`config.mk`:
```
export PLATFORM = sky130hd
export DESIGN_NAME = mst_seq
export DESIGN_NICKNAME = d
export VERILOG_FILES = /design/src/rtl/mst_pkg.sv /design/src/rtl/mst_seed_rom.sv /design/src/rtl/mst_ctrl_enc.sv /design/src/rtl/mst_poll_timer.sv /design/src/rtl/mst_seq.sv
export SDC_FILE = /design/constraint.sdc
export NUM_CORES = 1
export LEC_CHECK = 0
export BUFFER_PORTS_ARGS = -buffer_cell sky130_fd_sc_hd__clkbuf_2
export CORE_UTILIZATION = 57
export DETAILED_ROUTE_END_ITERATION = 10
export HOLD_SLACK_MARGIN = 0.03
export PLACE_DENSITY = 0.8
export SLEW_MARGIN = 15
export SYNTH_ARGS = -nofsm -noshare
export SYNTH_HDL_FRONTEND = slang
export SYNTH_SLANG_ARGS = --single-unit
```
`constraint.sdc`:
```
create_clock -name clk -period 2.5 [get_ports clk]
set_clock_uncertainty 0.15 [all_clocks]
set_input_delay 0.25 -clock clk [delete_from_list [all_inputs] [get_ports clk]]
set_output_delay 0.25 -clock clk [all_outputs]
set_load 0.05 [all_outputs]
```
`src/rtl/mst_pkg.sv`:
```
package mst_pkg;
    localparam int SEED_LIST_LEN = 8;
    localparam int SEL_W         = 3;
    localparam int CTRL_W        = 8;
    localparam int SEED_W        = 32;
    localparam logic [CTRL_W-1:0] SINGLE_BASE = 8'h85;
    localparam logic [CTRL_W-1:0] BURST_BASE  = 8'hC1;

    typedef enum logic [2:0] {
        ST_IDLE,
        ST_LOAD,
        ST_CLR,
        ST_KICK,
        ST_POLL,
        ST_NEXT
    } mst_state_e;
endpackage

```
`src/rtl/mst_seed_rom.sv`:
```
module mst_seed_rom
    import mst_pkg::*;
(
    input  logic [$clog2(SEED_LIST_LEN)-1:0] idx,
    output logic [SEED_W-1:0]                word
);
    always_comb begin
        case (idx)
            3'd0:    word = 32'hcc33cc33;
            3'd1:    word = 32'hff00ff00;
            3'd2:    word = 32'haa55aa55;
            3'd3:    word = 32'h88778877;
            3'd4:    word = 32'h92cc4d6e;
            3'd5:    word = 32'h543d3cde;
            3'd6:    word = 32'hf1e843c7;
            default: word = 32'h7c61d253;
        endcase
    end
endmodule

```
`src/rtl/mst_ctrl_enc.sv`:
```
module mst_ctrl_enc
    import mst_pkg::*;
(
    input  logic [SEL_W-1:0]  sel,
    input  logic              burst,
    output logic [CTRL_W-1:0] word
);
    logic [CTRL_W-1:0] sel_field;

    always_comb begin
        sel_field = CTRL_W'({sel, 3'b000});
        word      = (burst ? BURST_BASE : SINGLE_BASE) | sel_field;
    end
endmodule

```
`src/rtl/mst_poll_timer.sv`:
```
module mst_poll_timer #(
    parameter int LIMIT = 5000000
) (
    input  logic clk,
    input  logic rst_n,
    input  logic clr,
    input  logic en,
    output logic last
);
    localparam int TW = $clog2(LIMIT + 1);

    logic [TW-1:0] cnt_d, cnt_q;

    always_comb begin
        cnt_d = cnt_q;
        if (clr)     cnt_d = '0;
        else if (en) cnt_d = cnt_q + 1'b1;
        last = (cnt_q == TW'(LIMIT - 1));
    end

    always_ff @(posedge clk or negedge rst_n) begin
        if (!rst_n) cnt_q <= '0;
        else        cnt_q <= cnt_d;
    end
endmodule

```
`src/rtl/mst_seq.sv`:
```
module mst_seq
    import mst_pkg::*;
#(
    parameter int NUM_SEEDS  = 2,
    parameter int POLL_LIMIT = 5000000,
    parameter int STAT_W     = 16,
    parameter int CNT_W      = $clog2(NUM_SEEDS + 1)
) (
    input  logic              clk,
    input  logic              rst_n,
    input  logic              start,
    input  logic [STAT_W-1:0] eng_status,
    output logic [7:0]        eng_ctrl,
    output logic [31:0]       seed_val,
    output logic              done,
    output logic              err,
    output logic [CNT_W-1:0]  pass_cnt,
    output logic [CNT_W-1:0]  fail_cnt
);
    localparam int IDX_W    = $clog2(SEED_LIST_LEN);
    localparam int BIT_CMPL = 12;
    localparam int BIT_FAIL = 13;
    localparam logic [SEL_W-1:0] SEL_LAST = '1;

    typedef struct packed {
        mst_state_e        st;
        logic [IDX_W-1:0]  idx;
        logic [CNT_W-1:0]  used;
        logic [SEL_W-1:0]  sel;
        logic              burst;
        logic [CTRL_W-1:0] ctrl;
        logic [SEED_W-1:0] seed;
        logic [CNT_W-1:0]  npass;
        logic [CNT_W-1:0]  nfail;
        logic              done;
    } seq_t;

    seq_t s_d, s_q;

    logic [SEED_W-1:0] rom_word;
    logic [CTRL_W-1:0] start_word;
    logic              tmr_clr, tmr_en, tmr_last;
    logic              st_cmpl, st_fail;

    mst_seed_rom u_rom (
        .idx  (s_q.idx),
        .word (rom_word)
    );

    mst_ctrl_enc u_enc (
        .sel   (s_q.sel),
        .burst (s_q.burst),
        .word  (start_word)
    );

    mst_poll_timer #(.LIMIT(POLL_LIMIT)) u_tmr (
        .clk   (clk),
        .rst_n (rst_n),
        .clr   (tmr_clr),
        .en    (tmr_en),
        .last  (tmr_last)
    );

    assign st_cmpl = eng_status[BIT_CMPL];
    assign st_fail = eng_status[BIT_FAIL];

    always_comb begin
        s_d     = s_q;
        tmr_clr = 1'b0;
        tmr_en  = 1'b0;
        case (s_q.st)
            ST_IDLE: begin
                if (start) begin
                    s_d.st    = ST_LOAD;
                    s_d.idx   = '0;
                    s_d.used  = '0;
                    s_d.npass = '0;
                    s_d.nfail = '0;
                    s_d.done  = 1'b0;
                end
            end
            ST_LOAD: begin
                s_d.seed  = rom_word;
                s_d.sel   = '0;
                s_d.burst = 1'b0;
                s_d.st    = ST_CLR;
            end
            ST_CLR: begin
                s_d.ctrl = '0;
                s_d.st   = ST_KICK;
            end
            ST_KICK: begin
                s_d.ctrl = start_word;
                tmr_clr  = 1'b1;
                s_d.st   = ST_POLL;
            end
            ST_POLL: begin
                if (st_fail) begin
                    s_d.ctrl  = '0;
                    s_d.nfail = s_q.nfail + 1'b1;
                    s_d.st    = ST_NEXT;
                end else if (st_cmpl) begin
                    s_d.ctrl = '0;
                    if (s_q.burst && s_q.sel == SEL_LAST) begin
                        s_d.npass = s_q.npass + 1'b1;
                        s_d.st    = ST_NEXT;
                    end else begin
                        if (s_q.sel == SEL_LAST) s_d.burst = 1'b1;
                        s_d.sel = s_q.sel + 1'b1;
                        s_d.st  = ST_CLR;
                    end
                end else if (tmr_last) begin
                    s_d.ctrl  = '0;
                    s_d.nfail = s_q.nfail + 1'b1;
                    s_d.st    = ST_NEXT;
                end else begin
                    tmr_en = 1'b1;
                end
            end
            ST_NEXT: begin
                if (s_q.used == CNT_W'(NUM_SEEDS - 1)) begin
                    s_d.done = 1'b1;
                    s_d.st   = ST_IDLE;
                end else begin
                    s_d.used = s_q.used + 1'b1;
                    s_d.idx  = s_q.idx + 1'b1;
                    s_d.st   = ST_LOAD;
                end
            end
            default: s_d.st = ST_IDLE;
        endcase
    end

    always_ff @(posedge clk or negedge rst_n) begin
        if (!rst_n) begin
            s_q <= '{st: ST_IDLE, default: '0};
        end else begin
            s_q <= s_d;
        end
    end

    assign eng_ctrl = s_q.ctrl;
    assign seed_val = s_q.seed;
    assign done     = s_q.done;
    assign err      = s_q.done && (s_q.nfail != '0);
    assign pass_cnt = s_q.npass;
    assign fail_cnt = s_q.nfail;
endmodule

```
Word-level counts from Yosys, hierarchy flattened
Cells that the tools add are included.
{"block": "classes", "addsub": 6, "eq_ne": 25, "n_mux": 37, "bitwise": 1, "n_reduce_logical": 18}
{"cell": "32-bit case mux with 7 select lines", "count": 1}
{"cell": "23-bit 2-to-1 mux", "count": 2}
{"cell": "8-bit 2-to-1 mux", "count": 4}
{"cell": "8-bit case mux with 3 select lines", "count": 1}
{"cell": "23-bit by 1-bit adder with 23-bit output, second input constant", "count": 1}
{"cell": "23-bit equality test, second input constant", "count": 1}
{"cell": "3-bit equality test, second input constant", "count": 6}
{"cell": "3-bit case mux with 6 select lines", "count": 1}
{"cell": "2-bit != test, second input constant", "count": 8}
{"cell": "4-bit case mux with 2 select lines", "count": 2}
{"cell": "3-bit by 2-bit equality test with 1-bit output, second input constant", "count": 4}
{"cell": "2-bit 2-to-1 mux", "count": 6}
{"cell": "3-bit 2-to-1 mux", "count": 4}
{"cell": "4-bit 2-to-1 mux", "count": 3}
{"cell": "5-bit 2-to-1 mux", "count": 2}
{"cell": "5-bit case mux with 2 select lines", "count": 1}
{"cell": "5-bit AND reduction", "count": 2}
{"cell": "2-bit nonzero test", "count": 5}
{"cell": "1-bit 2-to-1 mux", "count": 8}
{"cell": "8-bit by 6-bit bitwise OR with 8-bit output", "count": 1}
{"cell": "4-bit AND reduction", "count": 2}
{"cell": "7-bit 2-to-1 mux", "count": 1}
{"cell": "2-bit by 1-bit adder with 2-bit output, second input constant", "count": 3}
{"cell": "3-bit by 1-bit adder with 3-bit output, second input constant", "count": 2}
{"cell": "10 further kinds", "count": 16}
{"block": "totals", "reg_bits": 80, "in_bits": 19, "word_cells": 98}

Depth between registers and ports, before layout
Gate-level depths: netlist (run 1).
{"block": "depth", "depth_word": 7, "depth_mapped": 8, "depth_no_buf": 7}

Modules after synthesis
Synthesis (run 1) repeated with hierarchy kept, for this count alone.
{"block": "hier_totals", "cells_unflattened": 483, "area_unflattened_um2": 4329.2}
{"module": "mst_seq", "instances": 1, "cells_each": 298, "area_each_um2": 2752.6, "seq_area_each_um2": 1426.4}
{"module": "mst_poll_timer", "instances": 1, "cells_each": 129, "area_each_um2": 1226.2, "seq_area_each_um2": 575.6}
{"module": "mst_seed_rom", "instances": 1, "cells_each": 46, "area_each_um2": 286.5, "seq_area_each_um2": 0.0}
{"module": "mst_ctrl_enc", "instances": 1, "cells_each": 10, "area_each_um2": 63.8, "seq_area_each_um2": 0.0}

Least setup slack after synthesis (run 1)
No wires, ideal clock.
{"block": "synth_timing", "path_type": "reg-to-reg", "startpoint": "register s_q[54] (netlist bit)", "endpoint": "register u_tmr.cnt_q[12]", "arrival_ns": 1.764, "required_ns": 2.272, "slack_ns": 0.508, "stages_incl_launch_ff": 7, "n_path_buf": 1, "path_cell_list": "dfrtp_1 or3b_1 buf_2 nor4_4 o21ai_2 or3_1 a21oi_1"}
{"block": "synth_via", "elab_chain_len": 3, "elab_cells_between_ends": 6}
{"element": "start: declaration", "line": "mst_seq.sv:38", "text": "seq_t s_d, s_q;"}
{"element": "start signal: assignment", "line": "mst_seq.sv:136", "text": "s_q <= '{st: ST_IDLE, default: '0};"}
{"element": "start signal: assignment", "line": "mst_seq.sv:138", "text": "s_q <= s_d;"}
{"element": "3-bit by 2-bit equality test with 1-bit output or 3-bit equality test (tied branches)", "line": "mst_seq.sv:71", "text": "case (s_q.st)"}
{"element": "1-bit 2-to-1 mux", "line": "mst_seq.sv:71"}
{"element": "23-bit 2-to-1 mux or 2-bit nonzero test (tied branches)"}
{"element": "end signal: assignment", "line": "mst_poll_timer.sv:23", "text": "else cnt_q <= cnt_d;"}
{"element": "end: declaration", "line": "mst_poll_timer.sv:12", "text": "logic [TW-1:0] cnt_d, cnt_q;"}
Parallel ways exist; a longest one is shown, timed or not.
A chain may end at the register's enable or synchronous reset.

Worst setup path in the final report (run 1)
{"block": "layout_timing", "startpoint": "register u_tmr.cnt_q[7]", "endpoint": "register s_q (netlist bit fail_cnt[0])"}
{"block": "layout_via", "elab_chain_len": 3}
{"element": "23-bit equality test", "line": "mst_poll_timer.sv:18", "text": "last = (cnt_q == TW'(LIMIT - 1));"}
{"element": "3-bit != test (no source line)"}
{"element": "4-bit AND reduction (no source line)"}
Every way passes these cells.

==> impl_metrics.ini, run 1 <==
[outcome]
status = finished, final reports clean

[min_path]
hp-class = primary input to flop

[grt]
grtUsageTotal = 0.2251
met1_usage = 0.3119
grt_max_degree = 76
grt_pass1_vias = 2777
met3_usage = 0.04857
met2_usage = 0.3506
grt_pass1_wl_um = 13140
overflow = 0
antenna_found_initial = 0
busiest_layer = met2

[clock_tree]
numClockSinks = 75
cts_max_path_buffers = 2
postCtsResizedCells = 0
numCtsBuffers = 9
clkTransAtPathRegs_ns = 0.08
cts_tree = built
clock_latency_ns = 0.35
cts_root_buf = clkbuf_8
ctsHtreeMaxLevel = 3

[synth]
synth_seq_cells = 75
synth_nets = 469
ys_types = 54
seq_area_frac_synth = 0.4617
synth_edf_count = 0
syn_inst = 438
synth_area_um2 = 4065
syn_area_per_cell_um2 = 9.281
synthArstFlopShare = 1.000
yosysWarnings = 0
synth_ff_type = dfrtp_1

[finish]
fillCellCount = 579
regArea_um2 = 1877
drive_gt1_frac = 0.1987
multiInputGateArea_um2 = 1724
areaGrowthSynthToFinish_pct = 7.664
n_antenna_cell = 0
fin_nets = 479

[sta]
rsz0062_at_grt = no
finalCriticalPeriod_ns = 2.192
worst_slack_ns = 0.3078
min_period_over_period = 0.8769
hold_violations = 0
finalSetupViolCount = 0
slew_viol_final = 0
finalSetupTns_ns = 0
max_freq_mhz = 456.2

[worst_setup_path]
worst_path_max_delay_cell = o41a_1
cp_cell_sequence = nor4b_1 -> nand3_1 -> o41a_1 -> a21o_1 -> a21o_1
crit_fanout = 7
cpMostUsedCell = a21o_1
critical_path.top_delay_family = compound AO/OA/AOI/OAI gates
required_ns = 2.60
start_kind = flop
worstSetupPathType = flop to flop
cp-end-kind = flop
max_stage_delay_ns = 0.50
cp.arrival_ns = 2.29
critPathBufInv = 0

[power]
p_leak_nw = 1.949
peakVddDrop_mv = 0.7565
p_per_area_nw_per_um2 = 1217
power.total_mw = 5.328

[die]
die_w_um = 86.45
fp-row-count = 30
initial_core_util = 0.5951
die_y_um = 86.45
die_area_um2 = 7474
ios = 65
design.core.area_um2 = 6832

[routing]
drcViolationCount = 0
dr.pass1.iters = 4
routed_wl_um = 7622
wire_per_inst_um = 13.88
drtAntennaViolNets = 0
via_count = 3050
drtIter0Drc = 184
vias_per_cell = 5.556

[place]
place_congestion = 0.8375
io_buffers = 49
dp_hpwl_um = 5325
pre_cts_ws_ns = 0.3564

[run]
maxCapViolations = 0
[repair_timing]
| action | in CTS | in global routing |
|---|---|---|
| setup buffers | 0 | 0 |
| hold buffers | 1 | 0 |
| endpoints found under the hold margin | 75 | 0 |
[layout by cell type (no fill, tap or decap), types with 3 or more instances in the layout]
| cell | netlist | layout |
|---|---|---|
| clkinv_4 | 0 | 4 |
| nand4_1 | 5 | 5 |
| a31oi_1 | 6 | 6 |
| buf_4 | 44 | 13 |
| o31ai_1 | 9 | 9 |
| inv_1 | 15 | 15 |
| nand2_1 | 49 | 49 |
| nand3_1 | 18 | 18 |
| or3_1 | 3 | 3 |
| o211ai_1 | 5 | 5 |
| a21oi_1 | 20 | 20 |
| o2bb2ai_1 | 4 | 4 |
| ha_1 | 11 | 11 |
| dfrtp_1 | 75 | 75 |
| o21ai_0 | 33 | 33 |
| xnor2_1 | 12 | 12 |
| clkbuf_2 | 0 | 48 |
| a22o_1 | 4 | 4 |
| clkbuf_8 | 0 | 9 |
| nor3_1 | 5 | 5 |
| nor4_1 | 9 | 9 |
| nor2_1 | 40 | 40 |
| nor2b_1 | 4 | 4 |
[path summary, 6_finish.rpt]
kind,startpoint,endpoint,slack [ns],cells after the start
worst max-delay path,u_tmr.cnt_q[7],fail_cnt[0],0.31,5
worst min-delay path,start,done,0.1,4
worst max register to register,u_tmr.cnt_q[7],fail_cnt[0],0.31,5
worst min register to register,seed_val[26],seed_val[26],0.33,2
max in group asynchronous,rst_n,seed_val[28],1.58,3
min in group asynchronous,rst_n,u_tmr.cnt_q[3],0.30,3
[worst reg2reg max path, cell delays in order (launching register included)]
cell,delay [ns]
dfrtp_1,0.47
nor4b_1,0.30
nand3_1,0.30
o41a_1,0.50
a21o_1,0.21
a21o_1,0.17
[layout make-up]
class | count | area share
clock buffers | 9 | 0.02830
flip-flops and latches | 75 | 0.4288
well taps | 96 | 0.02744
inverters | 15 | 0.01286
repair buffers | 64 | 0.08519
clock inverters | 7 | 0.02344
multi-input cells | 283 | 0.3939
[synth_stat cells (3+ instances only)]
master     number  area (µm²)
a21oi_1        20       100.1
a22o_1          4       35.03
a31oi_1         6       37.54
buf_2           3       15.01
buf_4          44       330.3
clkbuf_1       18       67.56
dfrtp_1        75        1877
ha_1           11       137.6
inv_1          15       56.30
nand2_1        49       183.9
nand3_1        18       90.09
nand4_1         5       31.28
nor2_1         40       150.1
nor2b_1         4       25.02
nor3_1          5       25.02
nor4_1          9       56.30
o211ai_1        5       37.54
o21ai_0        33       165.2
o2bb2ai_1       4       35.03
o31ai_1         9       67.56
or3_1           3       18.77
xnor2_1        12       105.1
[logic make-up after synthesis]
logic type	after synthesis	synth area share
other cells	1	0.0009225
buf+inv	80	0.1154
flops	75	0.4617
fa+ha+maj	12	0.03878
compound gates	96	0.1511
simple gates	158	0.1970
mux	2	0.004925
xor+xnor	14	0.03016
[report_power, final]
group	leakage (nW)	internal (mW)	switching, mW
Sequential	0.975	1.52	0.216
Clock	0.110	0.568	0.468
Combinational	0.865	0.665	1.89
Total	1.95	2.75	2.57
[state kept, by name (all words and copies together) (netlist names)]
name and count:
done 1, s_q 12, fail_cnt 2, pass_cnt 2
seed_val 29, eng_ctrl 6, u_tmr.cnt_q 23
[through the flow]
step           cells  utilization  cell area (µm²)  hold WS, ns
6_report         549       0.6407             4377      0.09941
5_1_grt          549       0.6407             4377       0.1416
4_1_cts          549       0.6407             4377      0.09364
3_5_place_dp     532       0.6060             4140       0.1653
3_3_place_gp     532       0.6060             4140       0.1585
2_1_floorplan    438            -             4065      -0.1956
[per-layer routing]
metal | up-vias | wire (µm)
met5 | - | 0
met4 | 0 | 91
met3 | 8 | 257
met2 | 65 | 3594
met1 | 1474 | 3679
li1 | 1503 | -
Note: power is estimated with default switching activity, not from simulation.
==> inputs of run 2 (changes only) <==
--- a/config.mk
+++ b/config.mk
@@ -5,6 +5,7 @@
 export SDC_FILE = /design/constraint.sdc
 export NUM_CORES = 1
 export LEC_CHECK = 0
+export ABC_CLOCK_PERIOD_IN_PS = 2500
 export BUFFER_PORTS_ARGS = -buffer_cell sky130_fd_sc_hd__clkbuf_2
 export CORE_UTILIZATION = 57
 export DETAILED_ROUTE_END_ITERATION = 10
@@ -13,4 +14,5 @@
 export SLEW_MARGIN = 15
 export SYNTH_ARGS = -nofsm -noshare
 export SYNTH_HDL_FRONTEND = slang
+export SYNTH_HIERARCHICAL = 1
 export SYNTH_SLANG_ARGS = --single-unit
==> run 2 against run 1 <==
The run now ends with negative setup slack left. Highest routed layer unchanged. Register-to-register slack lost 0.43 ns. Non-clock buffer count grew 35. Area after synthesis grew 6.5%. Critical endpoint is now u_tmr/cnt_q[22]. Largest cell class unchanged.
==> impl_metrics.ini, run 2 <==
[die]
die_w_um = 89.15
die_area_um2 = 7948
design.core.area_um2 = 7292
fp-row-count = 31
ios = 65
die_y_um = 89.15
initial_core_util = 0.5937

[worst_setup_path]
critical_path.top_delay_family = simple AND/OR/NAND/NOR gates
r2r_slack_ns = -0.12
worstSetupPathType = flop to flop
required_ns = 2.62
cp-end-kind = flop
worst_path_max_delay_cell = or4_4
start_kind = flop
crit_fanout = 5
max_stage_delay_ns = 0.49
cp_cell_sequence = nand2_1 -> nor2_2 -> nand4_1 -> nor3_2 -> or3_4 -> nor2_4 -> o2111ai_2 -> or3_4 -> or4_4 -> a21oi_2
critPathBufInv = 0
cp.arrival_ns = 2.75
cpMostUsedCell = or3_4

[power]
p_clk_frac = 0.200
p_leak_nw = 2.447
peakVddDrop_mv = 0.6044
p_switching_mw = 2.621
pwr-share-seq = 0.333
p_int_mw = 3.049
comb_power_share = 0.467
power_switching_share = 0.4622
p_per_area_nw_per_um2 = 1150

[place]
place_congestion = 0.7822
pre_cts_ws_ns = -0.3434
io_buffers = 50
dp_hpwl_um = 5780

[sta]
rsz0062_at_grt = yes
hold_violations = 0
worst_slack_ns = -0.1243
max_freq_mhz = 381.0
tightest_slew_ns = 0.6807
slew_viol_final = 0
finalSetupTns_ns = -0.8298
finalSetupViolCount = 8
min_period_over_period = 1.050
hold_ws_ns = 0.08910
finalCriticalPeriod_ns = 2.624
slew_headroom = 0.5462

[synth]
ys_types = 56
yosys.area.top_type = dfrtp_1
synth_area_um2 = 4329
synth_common_cells = 119 x nand2_1, 80 x dfrtp_1, 54 x buf_4, 23 x nor2_1, 16 x a21oi_1
syn_area_per_cell_um2 = 8.963
yosys.area.top_type_share = 0.4624
syn_inst = 483
synth_edf_count = 0
synthArstFlopShare = 1.000
yosysWarnings = 6
yosysMostFrequentCell = nand2_1
seq_area_frac_synth = 0.4624
synth_area_leaders = dfrtp_1 46%, nand2_1 10%, buf_4 9.4%, a22o_1 2.0%, nor2_1 2.0%
synth_seq_cells = 80
synth_ff_type = dfrtp_1

[clock_tree]
ctsHtreeMaxLevel = 3
cts_max_path_buffers = 2
numCtsBuffers = 9
clock_latency_ns = 0.35
cts_tree = built
cts_root_buf = clkbuf_8
numClockSinks = 80
clkTransAtPathRegs_ns = 0.08

[finish]
layout_commonest_cell = nand2_1
largest_reg_flops = 32
drive_gt1_frac = 0.2786
areaGrowthSynthToFinish_pct = 13.90
fin_nets = 545
fin_util = 0.6762
layout_common_cells = 118 x nand2_1, 80 x dfrtp_1, 49 x clkbuf_2
n_antenna_cell = 0

[grt]
overflow = 0
grt_pass1_wl_um = 13790
grt_max_degree = 53
grtUsageTotal = 0.2244
grt_pass1_vias = 2905
antenna_found_initial = 0

[outcome]
status = complete, but fails checks
failed_checks = negative setup slack

[routing]
wire_per_inst_um = 13.69
drtIter0Drc = 181
dr.pass1.iters = 4
via_count = 3313
vias_per_cell = 5.318
drcViolationCount = 0
drtAntennaViolNets = 0
routed_wl_um = 8526

[run]
maxCapViolations = 0

[min_path]
hp-class = primary input to flop
[run 2: changes by cell type in the layout (fill, tap and decap cells not counted), sizes merged, moves of 6 or more]
cell and change:
nand2b +7, xor2 +7, nand2 +70, a22o +6, buf +34, nor4 -9, o21ai -16, nor2 -17
[run 2: cells by family after synthesis]
group / after synthesis / share of synthesized area
and+or+nand+nor: 216 / 0.2356
buffers and inverters: 89 / 0.1295
DFF: 80 / 0.4624
AOI/OAI and AO/OA: 69 / 0.1069
xor gates and xnor gates: 16 / 0.03237
adders and majority gates: 7 / 0.02197
muxes: 4 / 0.009538
other: 2 / 0.001735
[run 2: through the flow]
stage | instances | area, µm² | total power [mW]
6_report | 623 | 4931 | 5.670
3_3_place_gp | 603 | 4576 | 4.455
3_5_place_dp | 603 | 4576 | 4.533
5_1_grt | 623 | 4931 | 6.024
2_1_floorplan | 484 | 4359 | 4.289
4_1_cts | 623 | 4891 | 5.702
[run 2: what timing repair did]
action                     4_1_cts  5_1_grt
resized for setup                8       11
hold buffers                     1        0
setup endpoints to repair       11       11
pin swaps                        6        6
buffers inserted                 4        0
hold endpoints to repair        51        0
[run 2: final cells by class]
cell class	instances	area (µm²)
clock buffer	9	123.9
clock inverter	7	120.1
fill	595	2361
inverter	14	52.55
multi-input combinational	315	1869
sequential	80	2002
tap	99	123.9
timing repair buffer	99	639.4
[run 2: worst paths after layout]
path	start	end	depth (start not counted)
worst min-delay path	start	s_q[54]	3
min in group asynchronous	rst_n	seed_val[17]	2
max in group asynchronous	rst_n	u_tmr/cnt_q[1]	3
worst max-delay path	u_tmr/cnt_q[9]	u_tmr/cnt_q[22]	10
worst max register to register	u_tmr/cnt_q[9]	u_tmr/cnt_q[22]	10
worst min register to register	seed_val[16]	seed_val[16]	2
[run 2: power by group through the flow]
stage                     Combinational, mW  Sequential (mW)  Clock [mW]
after floorplan                        2.43             1.86           0
after global placement                 2.56             1.89           0
after detailed placement               2.62             1.91           0
after CTS                              2.65             1.89        1.16
after global routing                   2.87             1.94        1.21
final                                  2.65             1.89        1.13
[run 2: per-layer routing]
layer	track usage	vias up	wire [µm]
met5	0	-	0
met4	0.08225	0	110
met3	0.03232	11	304
met2	0.3491	73	4118
met1	0.3210	1599	3993
li1	-	1630	-
[run 2: worst reg2reg max path: cells and delay by family, from the launching register on]
family / cells / cell delay (ns)
compound gates: 2 / 0.24
flops: 1 / 0.40
simple gates: 8 / 1.77
